[src/rtl/lane_simd_pkg.sv]
package lane_simd_pkg;

  typedef enum logic [3:0] {
    OP_ADD    = 4'd0,
    OP_SUB    = 4'd1,
    OP_AVG    = 4'd2,
    OP_SHLADD = 4'd3,
    OP_SHRADD = 4'd4,
    OP_SHRS   = 4'd5,
    OP_SHRU   = 4'd6,
    OP_SHL    = 4'd7
  } opCode_e;

  typedef enum logic [1:0] {
    SAT_WRAP   = 2'd0,
    SAT_SIGNED = 2'd1,
    SAT_UNSIGN = 2'd2,
    SAT_WRAP2  = 2'd3
  } satMode_e;

  // strobes from control to datapath
  typedef struct packed {
    logic doAdd;
    logic doSub;
    logic doAvg;
    logic doShlAdd;
    logic doShrAdd;
    logic doShrS;
    logic doShrU;
    logic doShl;
    logic satSigned;
    logic satUnsigned;
    logic load;
  } ctrlStrobe_t;

endpackage

[src/rtl/lane_simd_ctrl.sv]
module lane_simd_ctrl
  import lane_simd_pkg::*;
(
  input  logic        clk,
  input  logic        rst,
  input  logic        inValid,
  input  logic [3:0]  opSel,
  input  logic [1:0]  satMode,
  output ctrlStrobe_t strobes
);

  always_comb begin
    strobes = '0;
    strobes.load = inValid;
    unique case (opSel)
      OP_ADD:    strobes.doAdd    = 1'b1;
      OP_SUB:    strobes.doSub    = 1'b1;
      OP_AVG:    strobes.doAvg    = 1'b1;
      OP_SHLADD: strobes.doShlAdd = 1'b1;
      OP_SHRADD: strobes.doShrAdd = 1'b1;
      OP_SHRS:   strobes.doShrS   = 1'b1;
      OP_SHRU:   strobes.doShrU   = 1'b1;
      OP_SHL:    strobes.doShl    = 1'b1;
      default:   ;
    endcase
    if (opSel == OP_ADD || opSel == OP_SUB) begin
      strobes.satSigned   = (satMode == SAT_SIGNED);
      strobes.satUnsigned = (satMode == SAT_UNSIGN);
    end
  end


  op_onehot_chk: assert property (@(posedge clk) disable iff (rst)
    $onehot0({strobes.doAdd, strobes.doSub, strobes.doAvg, strobes.doShlAdd,
              strobes.doShrAdd, strobes.doShrS, strobes.doShrU, strobes.doShl}));


  sat_owner_chk: assert property (@(posedge clk) disable iff (rst)
    (strobes.satSigned || strobes.satUnsigned) |-> (strobes.doAdd || strobes.doSub));

endmodule

[src/rtl/lane_simd_datapath.sv]
module lane_simd_datapath
  import lane_simd_pkg::*;
#(
  parameter int LANE_W = 16,
  parameter int LANES  = 4,
  parameter int SH_W   = $clog2(LANE_W)
) (
  input  logic                      clk,
  input  logic                      rst,
  input  ctrlStrobe_t               strobes,
  input  logic [LANES*LANE_W-1:0]   opA,
  input  logic [LANES*LANE_W-1:0]   opB,
  input  logic [SH_W-1:0]           shiftAmt,
  output logic [LANES*LANE_W-1:0]   resOut,
  output logic                      resValid
);

  localparam int DATA_W = LANES * LANE_W;
  localparam int XW     = LANE_W + 4;
  localparam logic [LANE_W-1:0] SMAX = {1'b0, {(LANE_W-1){1'b1}}};
  localparam logic [LANE_W-1:0] SMIN = {1'b1, {(LANE_W-1){1'b0}}};
  localparam logic [LANE_W-1:0] UMAX = {LANE_W{1'b1}};

  logic [DATA_W-1:0] laneRes;
  logic [1:0]        shAdd;

  assign shAdd = shiftAmt[1:0];

  for (genvar i = 0; i < LANES; i++) begin : g_lane
    logic [LANE_W-1:0]        a, b, res;
    logic [LANE_W:0]          sumU, difU;
    logic [LANE_W:0]          sumS, difS;
    logic [XW-1:0]            shlA, shlSum;
    logic [LANE_W-1:0]        shrA;
    logic [LANE_W:0]          shrSum;
    logic [LANE_W-1:0]        addOut, subOut, avgOut, shlAddOut, shrAddOut;
    logic                     shlOvf;

    assign a = opA[i*LANE_W +: LANE_W];
    assign b = opB[i*LANE_W +: LANE_W];

    assign sumU = {1'b0, a} + {1'b0, b};
    assign difU = {1'b0, a} - {1'b0, b};
    assign sumS = {a[LANE_W-1], a} + {b[LANE_W-1], b};
    assign difS = {a[LANE_W-1], a} - {b[LANE_W-1], b};

    assign shlA   = {{4{a[LANE_W-1]}}, a} << shAdd;
    assign shlSum = shlA + {{4{b[LANE_W-1]}}, b};
    assign shlOvf = !((&shlSum[XW-1:LANE_W-1]) || !(|shlSum[XW-1:LANE_W-1]));

    assign shrA   = $signed(a) >>> shAdd;
    assign shrSum = {shrA[LANE_W-1], shrA} + {b[LANE_W-1], b};

    always_comb begin
      if (strobes.satSigned && (sumS[LANE_W] != sumS[LANE_W-1]))
        addOut = sumS[LANE_W] ? SMIN : SMAX;
      else if (strobes.satUnsigned && sumU[LANE_W])
        addOut = UMAX;
      else
        addOut = sumU[LANE_W-1:0];
    end

    always_comb begin
      if (strobes.satSigned && (difS[LANE_W] != difS[LANE_W-1]))
        subOut = difS[LANE_W] ? SMIN : SMAX;
      else if (strobes.satUnsigned && difU[LANE_W])
        subOut = '0;
      else
        subOut = difU[LANE_W-1:0];
    end

    assign avgOut = sumU[LANE_W:1] | {{(LANE_W-1){1'b0}}, sumU[0]};

    assign shlAddOut = shlOvf ? (shlSum[XW-1] ? SMIN : SMAX) : shlSum[LANE_W-1:0];
    assign shrAddOut = (shrSum[LANE_W] != shrSum[LANE_W-1]) ?
                       (shrSum[LANE_W] ? SMIN : SMAX) : shrSum[LANE_W-1:0];

    always_comb begin
      res = '0;
      if (strobes.doAdd)         res = addOut;
      else if (strobes.doSub)    res = subOut;
      else if (strobes.doAvg)    res = avgOut;
      else if (strobes.doShlAdd) res = shlAddOut;
      else if (strobes.doShrAdd) res = shrAddOut;
      else if (strobes.doShrS)   res = $signed(a) >>> shiftAmt;
      else if (strobes.doShrU)   res = a >> shiftAmt;
      else if (strobes.doShl)    res = a << shiftAmt;
    end

    assign laneRes[i*LANE_W +: LANE_W] = res;


    ssat_sign_chk: assert property (@(posedge clk) disable iff (rst)
      (strobes.doAdd && strobes.satSigned && (a[LANE_W-1] == b[LANE_W-1]))
        |-> (res[LANE_W-1] == a[LANE_W-1]));


    usat_add_chk: assert property (@(posedge clk) disable iff (rst)
      (strobes.doAdd && strobes.satUnsigned) |-> (res >= a && res >= b));


    usat_sub_chk: assert property (@(posedge clk) disable iff (rst)
      (strobes.doSub && strobes.satUnsigned) |-> (res <= a));


    avg_range_chk: assert property (@(posedge clk) disable iff (rst)
      strobes.doAvg |-> ((res >= a || res >= b) && (res <= a || res <= b)));
  end

  always_ff @(posedge clk) begin
    if (rst) begin
      resOut   <= '0;
      resValid <= 1'b0;
    end else begin
      resValid <= strobes.load;
      if (strobes.load) resOut <= laneRes;
    end
  end

endmodule

[src/rtl/lane_simd_alu.sv]
module lane_simd_alu
  import lane_simd_pkg::*;
#(
  parameter int LANE_W = 16,
  parameter int LANES  = 4,
  parameter int SH_W   = $clog2(LANE_W)
) (
  input  logic                    clk,
  input  logic                    rst,
  input  logic                    inValid,
  input  logic [3:0]              opSel,
  input  logic [1:0]              satMode,
  input  logic [SH_W-1:0]         shiftAmt,
  input  logic [LANES*LANE_W-1:0] opA,
  input  logic [LANES*LANE_W-1:0] opB,
  output logic [LANES*LANE_W-1:0] resOut,
  output logic                    resValid
);

  ctrlStrobe_t strobes;

  lane_simd_ctrl u_ctrl (
    .clk     (clk),
    .rst     (rst),
    .inValid (inValid),
    .opSel   (opSel),
    .satMode (satMode),
    .strobes (strobes)
  );

  lane_simd_datapath #(
    .LANE_W (LANE_W),
    .LANES  (LANES),
    .SH_W   (SH_W)
  ) u_dp (
    .clk      (clk),
    .rst      (rst),
    .strobes  (strobes),
    .opA      (opA),
    .opB      (opB),
    .shiftAmt (shiftAmt),
    .resOut   (resOut),
    .resValid (resValid)
  );


  valid_follow_chk: assert property (@(posedge clk) disable iff (rst)
    !$past(rst) |-> (resValid == $past(inValid)));


  hold_chk: assert property (@(posedge clk) disable iff (rst)
    (!$past(rst) && !$past(inValid)) |-> $stable(resOut));


  reset_clear_chk: assert property (@(posedge clk)
    $past(rst) |-> (resOut == '0 && !resValid));

endmodule

[config.mk]
export PLATFORM = sky130hd
export DESIGN_NAME = lane_simd_alu
export DESIGN_NICKNAME = d
export VERILOG_FILES = /design/src/rtl/lane_simd_pkg.sv /design/src/rtl/lane_simd_ctrl.sv /design/src/rtl/lane_simd_datapath.sv /design/src/rtl/lane_simd_alu.sv
export SDC_FILE = /design/constraint.sdc
export NUM_CORES = 1
export LEC_CHECK = 0
export BUFFER_PORTS_ARGS = -buffer_cell sky130_fd_sc_hd__buf_4
export CORE_UTILIZATION = 40
export CTS_BUF_LIST = sky130_fd_sc_hd__clkbuf_8 sky130_fd_sc_hd__clkbuf_16
export CTS_CLUSTER_DIAMETER = 120
export DETAILED_ROUTE_END_ITERATION = 8
export PLACE_DENSITY_LB_ADDON = 0.05
export SYNTH_ARGS = -nofsm -noshare
export SYNTH_HDL_FRONTEND = slang
export SYNTH_SLANG_ARGS = --single-unit
[constraint.sdc]
create_clock -name clk -period 13.7 [get_ports clk]
set_input_delay 2.74 -clock clk [delete_from_list [all_inputs] [get_ports clk]]
set_output_delay 2.74 -clock clk [all_outputs]
set_load 0.005 [all_outputs]
======== Yosys cells after proc, flatten, opt, wreduce, memory -nomap -nowiden ========
Index checks and enable logic that the tools add are counted.
cells by class
  $add $sub $neg .......................... 24
  multiply operators ...................... 0
  divide/modulo/power cells ............... 0
  magnitude comparators ................... 0
  equality and inequality tests ........... 21
  shifts and indexed selects .............. 20
  muxes and demuxes ....................... 81
  bitwise operators ....................... 4
  reductions and logical operators ........ 34
operators with widths
  cell                                                                    count
  16-bit 2-to-1 mux                                                       72
  16-bit by 16-bit adder with 17-bit output                               12
  16-bit by 16-bit subtractor with 17-bit output                          8
  20-bit adder                                                            4
  20-bit by 2-bit left shift with 20-bit output                           4
  16-bit by 1-bit OR with 16-bit output                                   4
  16-bit by 4-bit left shift with 16-bit output                           4
  16-bit by 4-bit >> shifter with 16-bit output                           4
  16-bit by 2-bit >>> shifter with 16-bit output                          4
  16-bit by 4-bit >>> shifter with 16-bit output                          4
  5-bit AND reduction                                                     4
  5-bit OR reduction                                                      4
  4-bit by 3-bit equality test with 1-bit output (second input constant)  4
  1-bit logical AND                                                       16
  1-bit != test                                                           12
  4-bit by 2-bit equality test with 1-bit output (second input constant)  2
  1-bit 2-to-1 mux                                                        8
  1-bit logical OR                                                        5
  4-bit by 1-bit equality test with 1-bit output (second input constant)  1
  1-bit zero test                                                         4
  4-bit zero test                                                         1
  2-bit by 1-bit equality test with 1-bit output (second input constant)  1
  2-bit equality test (second input constant)                             1
  2-bit 2-to-1 mux                                                        1
storage, ports and cells
  register bits ........................... 65
  bits in latches ......................... 0
  RAM bits ................................ 0
  memory bits (read-only) ................. 0
  input bits .............................. 141
  memories ................................ 0

======== Logic depth before layout (Yosys ltp) ========
Gate-level depths: netlist of run 1.
  depth after elaboration ................. 10
  depth in mapped cells ................... 21
  depth with buffers taken out ............ 16

======== Hierarchy ========
Synthesis of run 1 repeated with hierarchy kept, for this count alone.
unflattened totals
  cell total of the unflattened synthesis .. 3,771
  area, all modules ....................... 25,952.4 um2
by module, submodules not included
  module              times used  cells an instance  area an instance (um2)  sequential area each (um2)
  lane_simd_datapath  1           3,755              25,852.3                1,301.2
  lane_simd_ctrl      1           16                 100.1                   0.0

======== Worst setup path before layout of run 1 ========
OpenSTA, ideal clock, no wires.
  path kind ............................... input port to flip-flop
  start point ............................. input shiftAmt[1]
  end point ............................... register u_dp.resOut[9]
  library setup time ...................... 0.096 ns
  data arrival time ....................... 7.173 ns
  slack ................................... 6.431 ns
  stages on the path ...................... 18
  path buffers ............................ 7
  path through ............................ buf_2 > buf_2 > buf_1 > clkbuf_1 > buf_1 > buf_1 > nand2_1 > mux2_2 > ha_1 > and3_1 > a31oi_1 > nand2_1 > or3_1 > and2_1 > o41a_1 > buf_6 > o21a_1 > o41ai_2
on the way
  cells in the longest elaborated chain, start to end .. 10
  elaborated cells between the ends (all ways) .. 24
  classes of those cells .................. add/sub: 2; eq/ne: 1; shift: 5; mux: 12; reduce/logical: 4
RTL lines
  element                                        line                       source
  start, declared                                lane_simd_alu.sv:13        input logic [SH_W-1:0] shiftAmt,
  20-bit by 2-bit left shift with 20-bit output  lane_simd_datapath.sv:47   assign shlA = {{4{a[LANE_W-1]}}, a} << shAdd;
  20-bit adder                                   lane_simd_datapath.sv:48   assign shlSum = shlA + {{4{b[LANE_W-1]}}, b};
  5-bit OR reduction                             lane_simd_datapath.sv:49   assign shlOvf = !((&shlSum[XW-1:LANE_W-1]) || !(|shlSum[XW-1:LANE_W-1]));
  1-bit zero test                                lane_simd_datapath.sv:49
  1-bit logical OR                               lane_simd_datapath.sv:49
  16-bit 2-to-1 mux                              lane_simd_datapath.sv:74   assign shlAddOut = shlOvf ? (shlSum[XW-1] ? SMIN : SMAX) : shlSum[LANE_W-1:0];
  16-bit 2-to-1 mux *                            lane_simd_datapath.sv:83   else if (strobes.doShlAdd) res = shlAddOut;
  16-bit 2-to-1 mux *                            lane_simd_datapath.sv:82   else if (strobes.doAvg) res = avgOut;
  16-bit 2-to-1 mux *                            lane_simd_datapath.sv:81   else if (strobes.doSub) res = subOut;
  16-bit 2-to-1 mux *                            lane_simd_datapath.sv:80   if (strobes.doAdd) res = addOut;
  end signal, assigned                           lane_simd_datapath.sv:116  if (strobes.load) resOut <= laneRes;
  end, declared                                  lane_simd_datapath.sv:14   output logic [LANES*LANE_W-1:0] resOut,
Mark *: on every way between the ends. The rest lies on a longest branch, timed or not.
A chain may end at the register's enable or synchronous reset.

======== Worst setup path after layout of run 1 ========
  start point ............................. input shiftAmt[1]
  end point ............................... register u_dp.resOut[25]
The elaborated chain is that of the path after synthesis.

==> flow_summary.yaml, run 1 <==
outcome:
  status: "complete, no violations"
synthesis:
  synth-compound-area-share_pct: 39.39
  number_of_enable_flip_flop_cells_after_synthesis: 0
  synth_top_cells_by_area: "sky130_fd_sc_hd__ha_1, sky130_fd_sc_hd__a21oi_1, sky130_fd_sc_hd__o21ai_0"
  netlist_instances: 3682
  number_of_warnings_issued_by_yosys: 0
  async_reset_ff_share_pct: 0
  netlist-cell-type-count: 100
  synth-adder-area-share_pct: 14.00
  synthSimpleGateAreaFrac_pct: 20.51
  synth_nets: 4095
  post_synth_xor_xnor_area_pct: 6.683
  synth_top_family_by_area: "compound AO/OA/AOI/OAI gates"
  dominantRegCellSynth: "sky130_fd_sc_hd__dfxtp_1"
  yosys.area.top_type_share_pct: 13.00
  synthesis_stage_register_bit_count: 65
  synth_top_cells_by_count: "sky130_fd_sc_hd__a21oi_1, sky130_fd_sc_hd__nor2_1, sky130_fd_sc_hd__o21ai_0"
  avgSynthCellArea_um2: 6.799
  seq_total_area_yosys_pct: 5.198
  yosysMostFrequentCell: "sky130_fd_sc_hd__a21oi_1"
  post_synth_top_area_cell: "sky130_fd_sc_hd__ha_1"
  synthMuxAreaShare_pct: 7.687
  synth.cell_area_um2: 25030
global_route:
  globalRoute.totalOverflow: 0
  grt_usage_pct: 40.43
  grt_antenna_before_repair: 4
  grt_pass1_wl_um: 193700
  grt_pass1_vias: 29456
  pin_count_of_the_biggest_net_entering_global_routing: 83
run:
  drv_cap: 0
clock_tree:
  cts.hold.buffers_added: 0
  cts.path.max_buffers: 2
  cts_post_setup_buffers_inserted: 0
  cts.clk_slew.worst_paths_ps: 70
  tritoncts: "built"
  post_cts_resized: 0
  clock_tree_root: "sky130_fd_sc_hd__clkbuf_16"
  clock_sinks: 65
  clock_latency_ps: 400
  cts_made_buffers: 9
  cts_htree_levels: 3
worst_setup_path:
  worst-path-max-fanout: 82
  setup.worst_path.end_class: "register"
  crit_path_top_delay_cell: "sky130_fd_sc_hd__a21oi_1"
  worst_ep_required_time_ps: 13990
  crit_path_cell_trace: "buf_6, inv_2, buf_4, nand2_1, nor2_1, ha_1, o2111ai_1, a211oi_1, o21ai_0, o22ai_1, nor2_1, a21oi_1, a21oi_1, a31o_2, a2111oi_0"
  worst-setup-path-type: "in2reg"
  data_arrival_time_of_the_worst_path_ps: 8440
  crit_start_category: "primary input"
  cpPeakStageDelay_ps: 1030
floorplanning:
  num_rows: 91
  core_area_um2: 61830
  die_x_um: 252.2
  dieHeight_um: 252.2
  floorplan.initialDensity_pct: 40.49
  die_area_um2: 63590
  boundaryPins: 206
placement:
  numPortBuffers: 205
  dp.final_hpwl_um: 104400
  last_weighted_congestion_value_of_the_routability_driven_placer: 1.045
sta:
  finalHoldViolations: 0
  timing_worst_slew_pin_value_ps: 1359
  final.setup_skew_ps: 0
  setup_violations: 0
  setup_total_negative_slack_ps: 0
  worst_slew_margin_rel_pct: 9.400
  min_period_over_period_pct: 59.49
  holdWs_ps: 459.9
  fmax_ghz: 0.1227
  min_period_ps: 8150
  report.final.slew_viol_count: 0
  grt_setup_unrepaired: "false"
hold_path:
  min-delay-path-class: "reg2reg"
drt:
  vias: 31136
  dr.first_iter.drc_count: 3891
  detail_route.vias_per_cell: 6.815
  antenna_left: 0
  routed_wl_um: 132100
  drt_first_pass_iters: 6
  detail_route.drc_violations: 0
  routed_wire_length_per_instance_um: 28.92
layout:
  finalCoreUtilization_pct: 44.41
  synthToLayoutAreaGrowth_pct: 9.691
  finish.net_count: 4142
  post_route_cells_drive_above_1_share_pct: 10.56
power_and_ir_drop:
  power.ir.vdd_worst_mv: 0.05753
  power.leakage_nw: 11.65
  power_density_nw_per_um2: 69.48
==> where the power goes <==
group | switching, mW | leakage (nW) | internal (mW) | total [mW]
sequential | 0.0124 | 0.533 | 0.204 | 0.217
clock | 0.116 | 0.129 | 0.128 | 0.245
combinational | 0.919 | 11.0 | 0.528 | 1.45
total | 1.05 | 11.6 | 0.860 | 1.91
==> layout by cell type, fill, tap and decap left out, types with 15 or more instances in the layout <==
master	Yosys	layout
sky130_fd_sc_hd__inv_1	198	198
sky130_fd_sc_hd__nor2_1	363	361
sky130_fd_sc_hd__o31a_1	20	20
sky130_fd_sc_hd__dfxtp_1	65	65
sky130_fd_sc_hd__a21o_1	81	81
sky130_fd_sc_hd__a311oi_1	17	17
sky130_fd_sc_hd__a211oi_1	76	76
sky130_fd_sc_hd__xnor2_1	135	135
sky130_fd_sc_hd__nand4_1	22	22
sky130_fd_sc_hd__o221ai_1	34	34
sky130_fd_sc_hd__o211ai_1	61	61
sky130_fd_sc_hd__and3_1	33	33
sky130_fd_sc_hd__a21oi_1	367	367
sky130_fd_sc_hd__nor3_1	73	69
sky130_fd_sc_hd__o21bai_1	30	30
sky130_fd_sc_hd__o21a_1	59	59
sky130_fd_sc_hd__a221o_1	17	17
sky130_fd_sc_hd__o21ai_0	310	310
sky130_fd_sc_hd__o31ai_1	41	41
sky130_fd_sc_hd__xor2_1	56	56
sky130_fd_sc_hd__o22ai_1	27	27
sky130_fd_sc_hd__ha_1	260	260
sky130_fd_sc_hd__nor2b_1	46	46
sky130_fd_sc_hd__or3_1	40	40
sky130_fd_sc_hd__nand2_1	292	292
sky130_fd_sc_hd__a221oi_1	43	43
sky130_fd_sc_hd__a22oi_1	15	15
sky130_fd_sc_hd__a32o_1	16	16
sky130_fd_sc_hd__and2_1	29	29
sky130_fd_sc_hd__buf_4	2	256
sky130_fd_sc_hd__mux2i_1	100	99
sky130_fd_sc_hd__a211o_1	19	19
sky130_fd_sc_hd__nand2b_1	70	70
sky130_fd_sc_hd__mux4_2	29	29
sky130_fd_sc_hd__or2_2	20	20
sky130_fd_sc_hd__a31oi_1	59	59
sky130_fd_sc_hd__nand3_1	52	52
sky130_fd_sc_hd__mux2_2	24	24
==> critical path, delay by kind of cell <==
kind	cells	cell delay, ps
adders and majority gates	1	300
and+or+nand+nor	3	1080
AOI/OAI and AO/OA	8	3230
buffers and inverters	3	1040
==> routing by layer <==
| metal | share of wire [%] | global-route usage [%] |
|---|---|---|
| met2 | 44 | 63.64 |
| met5 | 0.054 | 0 |
| met1 | 41 | 52.43 |
| met4 | 5.1 | 19.41 |
| met3 | 9.8 | 8.301 |
==> per-stage QoR <==
stage / cell area (um^2) / instances / setup WS (ps) / power (mW)
global placement: 27200 / 4555 / 5418 / 1.610
CTS: 27450 / 4567 / 5746 / 1.865
finish: 27460 / 4569 / 5550 / 1.908
floorplan: 25030 / 3682 / 6431 / 1.155
detailed placement: 27200 / 4555 / 5352 / 1.614
global route: 27450 / 4567 / 5095 / 2.012
==> worst paths after layout <==
kind                                                    from                           end  slack [ps]  cells past startpoint
worst min-delay path            u_dp.resOut[44]$_SDFFE_PP0P_  u_dp.resOut[44]$_SDFFE_PP0P_         460                      2
worst max-delay path                             shiftAmt[1]  u_dp.resOut[25]$_SDFFE_PP0P_        5550                     15
worst max register to register  u_dp.resOut[25]$_SDFFE_PP0P_  u_dp.resOut[25]$_SDFFE_PP0P_       12550                      3
worst min register to register  u_dp.resOut[44]$_SDFFE_PP0P_  u_dp.resOut[44]$_SDFFE_PP0P_         460                      2
==> cell families after synthesis <==
group                      after synthesis
AOI/OAI and AO/OA                     1481
buffers and inverters                  423
adders and majority gates              273
and+or+nand+nor                       1096
muxes                                  153
xor gates and xnor gates               191
DFF                                     65
==> final cells by class <==
cell class              count  area, um^2
fillers                  6545       34370
flip-flops and latches     65        1301
repair buffers            258        1944
inverters                 201       754.5
clock buffers              11       252.7
clock inverters             1       5.005
diodes                      2       5.005
multi-input cells        3194       22150
well taps                 837        1047
==> state kept, by name (all words and copies together) (netlist names) <==
signal	flops
u_dp.resOut	64
u_dp.resValid	1
Note: power is estimated with default switching activity, not from simulation.
==> run 2, diff against run 1 <==
Clock period 13.7 ns to 7.1 ns, I/O delays scaled along.
==> flow_summary.yaml, run 2 (synthesis results as in run 1) <==
outcome:
  status: "complete, no violations"
drt:
  routed_wire_length_per_instance_um: 28.73
  drt_first_pass_iters: 5
  detail_route.vias_per_cell: 6.813
  routed_wl_um: 131700
  detail_route.drc_violations: 0
  dr.first_iter.drc_count: 4119
  vias: 31238
  antenna_left: 0
sta:
  min_period_over_period_pct: 88.34
  setup_total_negative_slack_ps: 0
  report.final.slew_viol_count: 0
  setup_violations: 0
  fmax_ghz: 0.1594
  worst_slew_margin_rel_pct: 12.51
  finalHoldViolations: 0
  min_period_ps: 6272
  grt_setup_unrepaired: "false"
  final.setup_skew_ps: 0
  timing_worst_slew_pin_value_ps: 1299
placement:
  numPlacedInstances: 4570
  dp.final_hpwl_um: 104300
  last_weighted_congestion_value_of_the_routability_driven_placer: 1.053
  numPortBuffers: 205
hold_path:
  min-delay-path-class: "reg2reg"
floorplanning:
  num_rows: 91
  floorplan.initialDensity_pct: 40.49
  dieHeight_um: 252.2
  die_x_um: 252.2
  boundaryPins: 206
  die_area_um2: 63590
  core_area_um2: 61830
worst_setup_path:
  worst-setup-path-type: "in2reg"
  worst_ep_required_time_ps: 7370
  crit_path_cell_trace: "buf_6, buf_4, mux2i_1, o21ai_0, ha_1, a21oi_1, o21ai_0, and2_1, a311oi_1, a221oi_1, a21oi_1, o21ai_0, o21a_1, o21ai_0, o41ai_1"
  cp_top_family: "compound AO/OA/AOI/OAI gates"
  crit_path_top_delay_cell: "sky130_fd_sc_hd__a21oi_1"
  setup.worst_path.end_class: "register"
  ff2ff_setup_slack_ps: 5960
  cpPeakStageDelay_ps: 840
  data_arrival_time_of_the_worst_path_ps: 6540
  critPathMostFrequentCell: "sky130_fd_sc_hd__o21ai_0"
  worst-path-max-fanout: 66
  worstPathBufferInverterCount: 2
  crit_start_category: "primary input"
global_route:
  pin_count_of_the_biggest_net_entering_global_routing: 85
  globalRoute.totalOverflow: 0
  grt_pass1_vias: 28978
  grt_pass1_wl_um: 191300
  grt_antenna_before_repair: 2
  grt_usage_pct: 39.98
layout:
  final_common_cell: "sky130_fd_sc_hd__a21oi_1"
  synthToLayoutAreaGrowth_pct: 10.24
  largest_reg_flops: 64
  largest_registers_ranked_by_flip_flop_count: "u_dp.resOut x64, u_dp.resValid x1"
  most-common-layout-cells: "sky130_fd_sc_hd__a21oi_1, sky130_fd_sc_hd__nor2_1, sky130_fd_sc_hd__o21ai_0, sky130_fd_sc_hd__nand2_1, sky130_fd_sc_hd__buf_4"
  finish.cell_count_without_fillers: 4585
  finish.net_count: 4157
  largest_register: "u_dp.resOut"
  post_route_cells_drive_above_1_share_pct: 10.86
clock_tree:
  clock_tree_root: "sky130_fd_sc_hd__clkbuf_16"
  cts.path.max_buffers: 2
  cts.hold.buffers_added: 0
  cts_post_setup_buffers_inserted: 0
  cts_made_buffers: 9
  clock_sinks: 65
  post_cts_resized: 0
  tritoncts: "built"
  clock_latency_ps: 380
  cts.clk_slew.worst_paths_ps: 60
  cts_htree_levels: 3
run:
  drv_cap: 0
power_and_ir_drop:
  finalPower_mw: 3.677
  power.ir.vdd_worst_mv: 0.09576
  power_density_nw_per_um2: 133.2
  power.leakage_nw: 11.74
==> run 2: changes by cell type in the layout (fill, tap and decap cells not counted) <==
cell                       change
sky130_fd_sc_hd__buf_4        +13
sky130_fd_sc_hd__inv_1         +3
sky130_fd_sc_hd__buf_12        +2
sky130_fd_sc_hd__mux2i_1       +1
sky130_fd_sc_hd__clkinv_2      -1
sky130_fd_sc_hd__diode_2       -1
sky130_fd_sc_hd__mux2i_2       -1
==> run 2: area by class of cell <==
| class | count | area, um^2 |
|---|---|---|
| fill | 6500 | 34230 |
| multi-input combinational | 3194 | 22150 |
| timing repair buffer | 273 | 2082 |
| sequential | 65 | 1301 |
| tap | 837 | 1047 |
| inverter | 201 | 754.5 |
| clock buffer | 11 | 252.7 |
| clock inverter | 3 | 11.26 |
| antenna | 1 | 2.502 |
==> run 2: path summary, 6_finish.rpt <==
kind                                     start                      endpoint  cells after the start
setup reg to reg  u_dp.resOut[25]$_SDFFE_PP0P_  u_dp.resOut[25]$_SDFFE_PP0P_                      3
hold / removal    u_dp.resOut[36]$_SDFFE_PP0P_  u_dp.resOut[36]$_SDFFE_PP0P_                      2
hold reg to reg   u_dp.resOut[36]$_SDFFE_PP0P_  u_dp.resOut[36]$_SDFFE_PP0P_                      2
setup / recovery                   shiftAmt[0]  u_dp.resOut[34]$_SDFFE_PP0P_                     15
==> run 2: per-layer routing <==
layer  routed length [um]  vias up  track usage [%]
met2                56510     1906            61.40
li1                     -    13961                -
met5                   13        -                0
met3                12470      400            6.900
met1                55560    14969            53.55
met4                 7191        2            20.14
==> run 2: where the power goes <==
group | switching [mW] | leakage (nW) | internal (mW)
clock | 0.214 | 0.141 | 0.248
sequential | 0.0252 | 0.533 | 0.394
combinational | 1.77 | 11.1 | 1.03
==> run 2: through the flow <==
| stage | util [%] | setup WS (ps) | hold WS, ps | area, um^2 |
|---|---|---|---|---|
| 2_1_floorplan | - | 1151 | 444.2 | 25030 |
| 3_3_place_gp | 44.21 | 680.2 | 460.2 | 27330 |
| 3_5_place_dp | 44.21 | 614.9 | 450.7 | 27330 |
| 4_1_cts | 44.63 | 1005 | 470.6 | 27590 |
| 5_1_grt | 44.63 | 559.0 | 497.7 | 27590 |
| 6_report | 44.64 | 827.8 | 469.8 | 27600 |
==> run 2: worst reg2reg max path: cells and delay by family (launching register included) <==
family,cells,cell delay [ps]
flip-flops,1,410
AO/OA/AOI/OAI,3,610
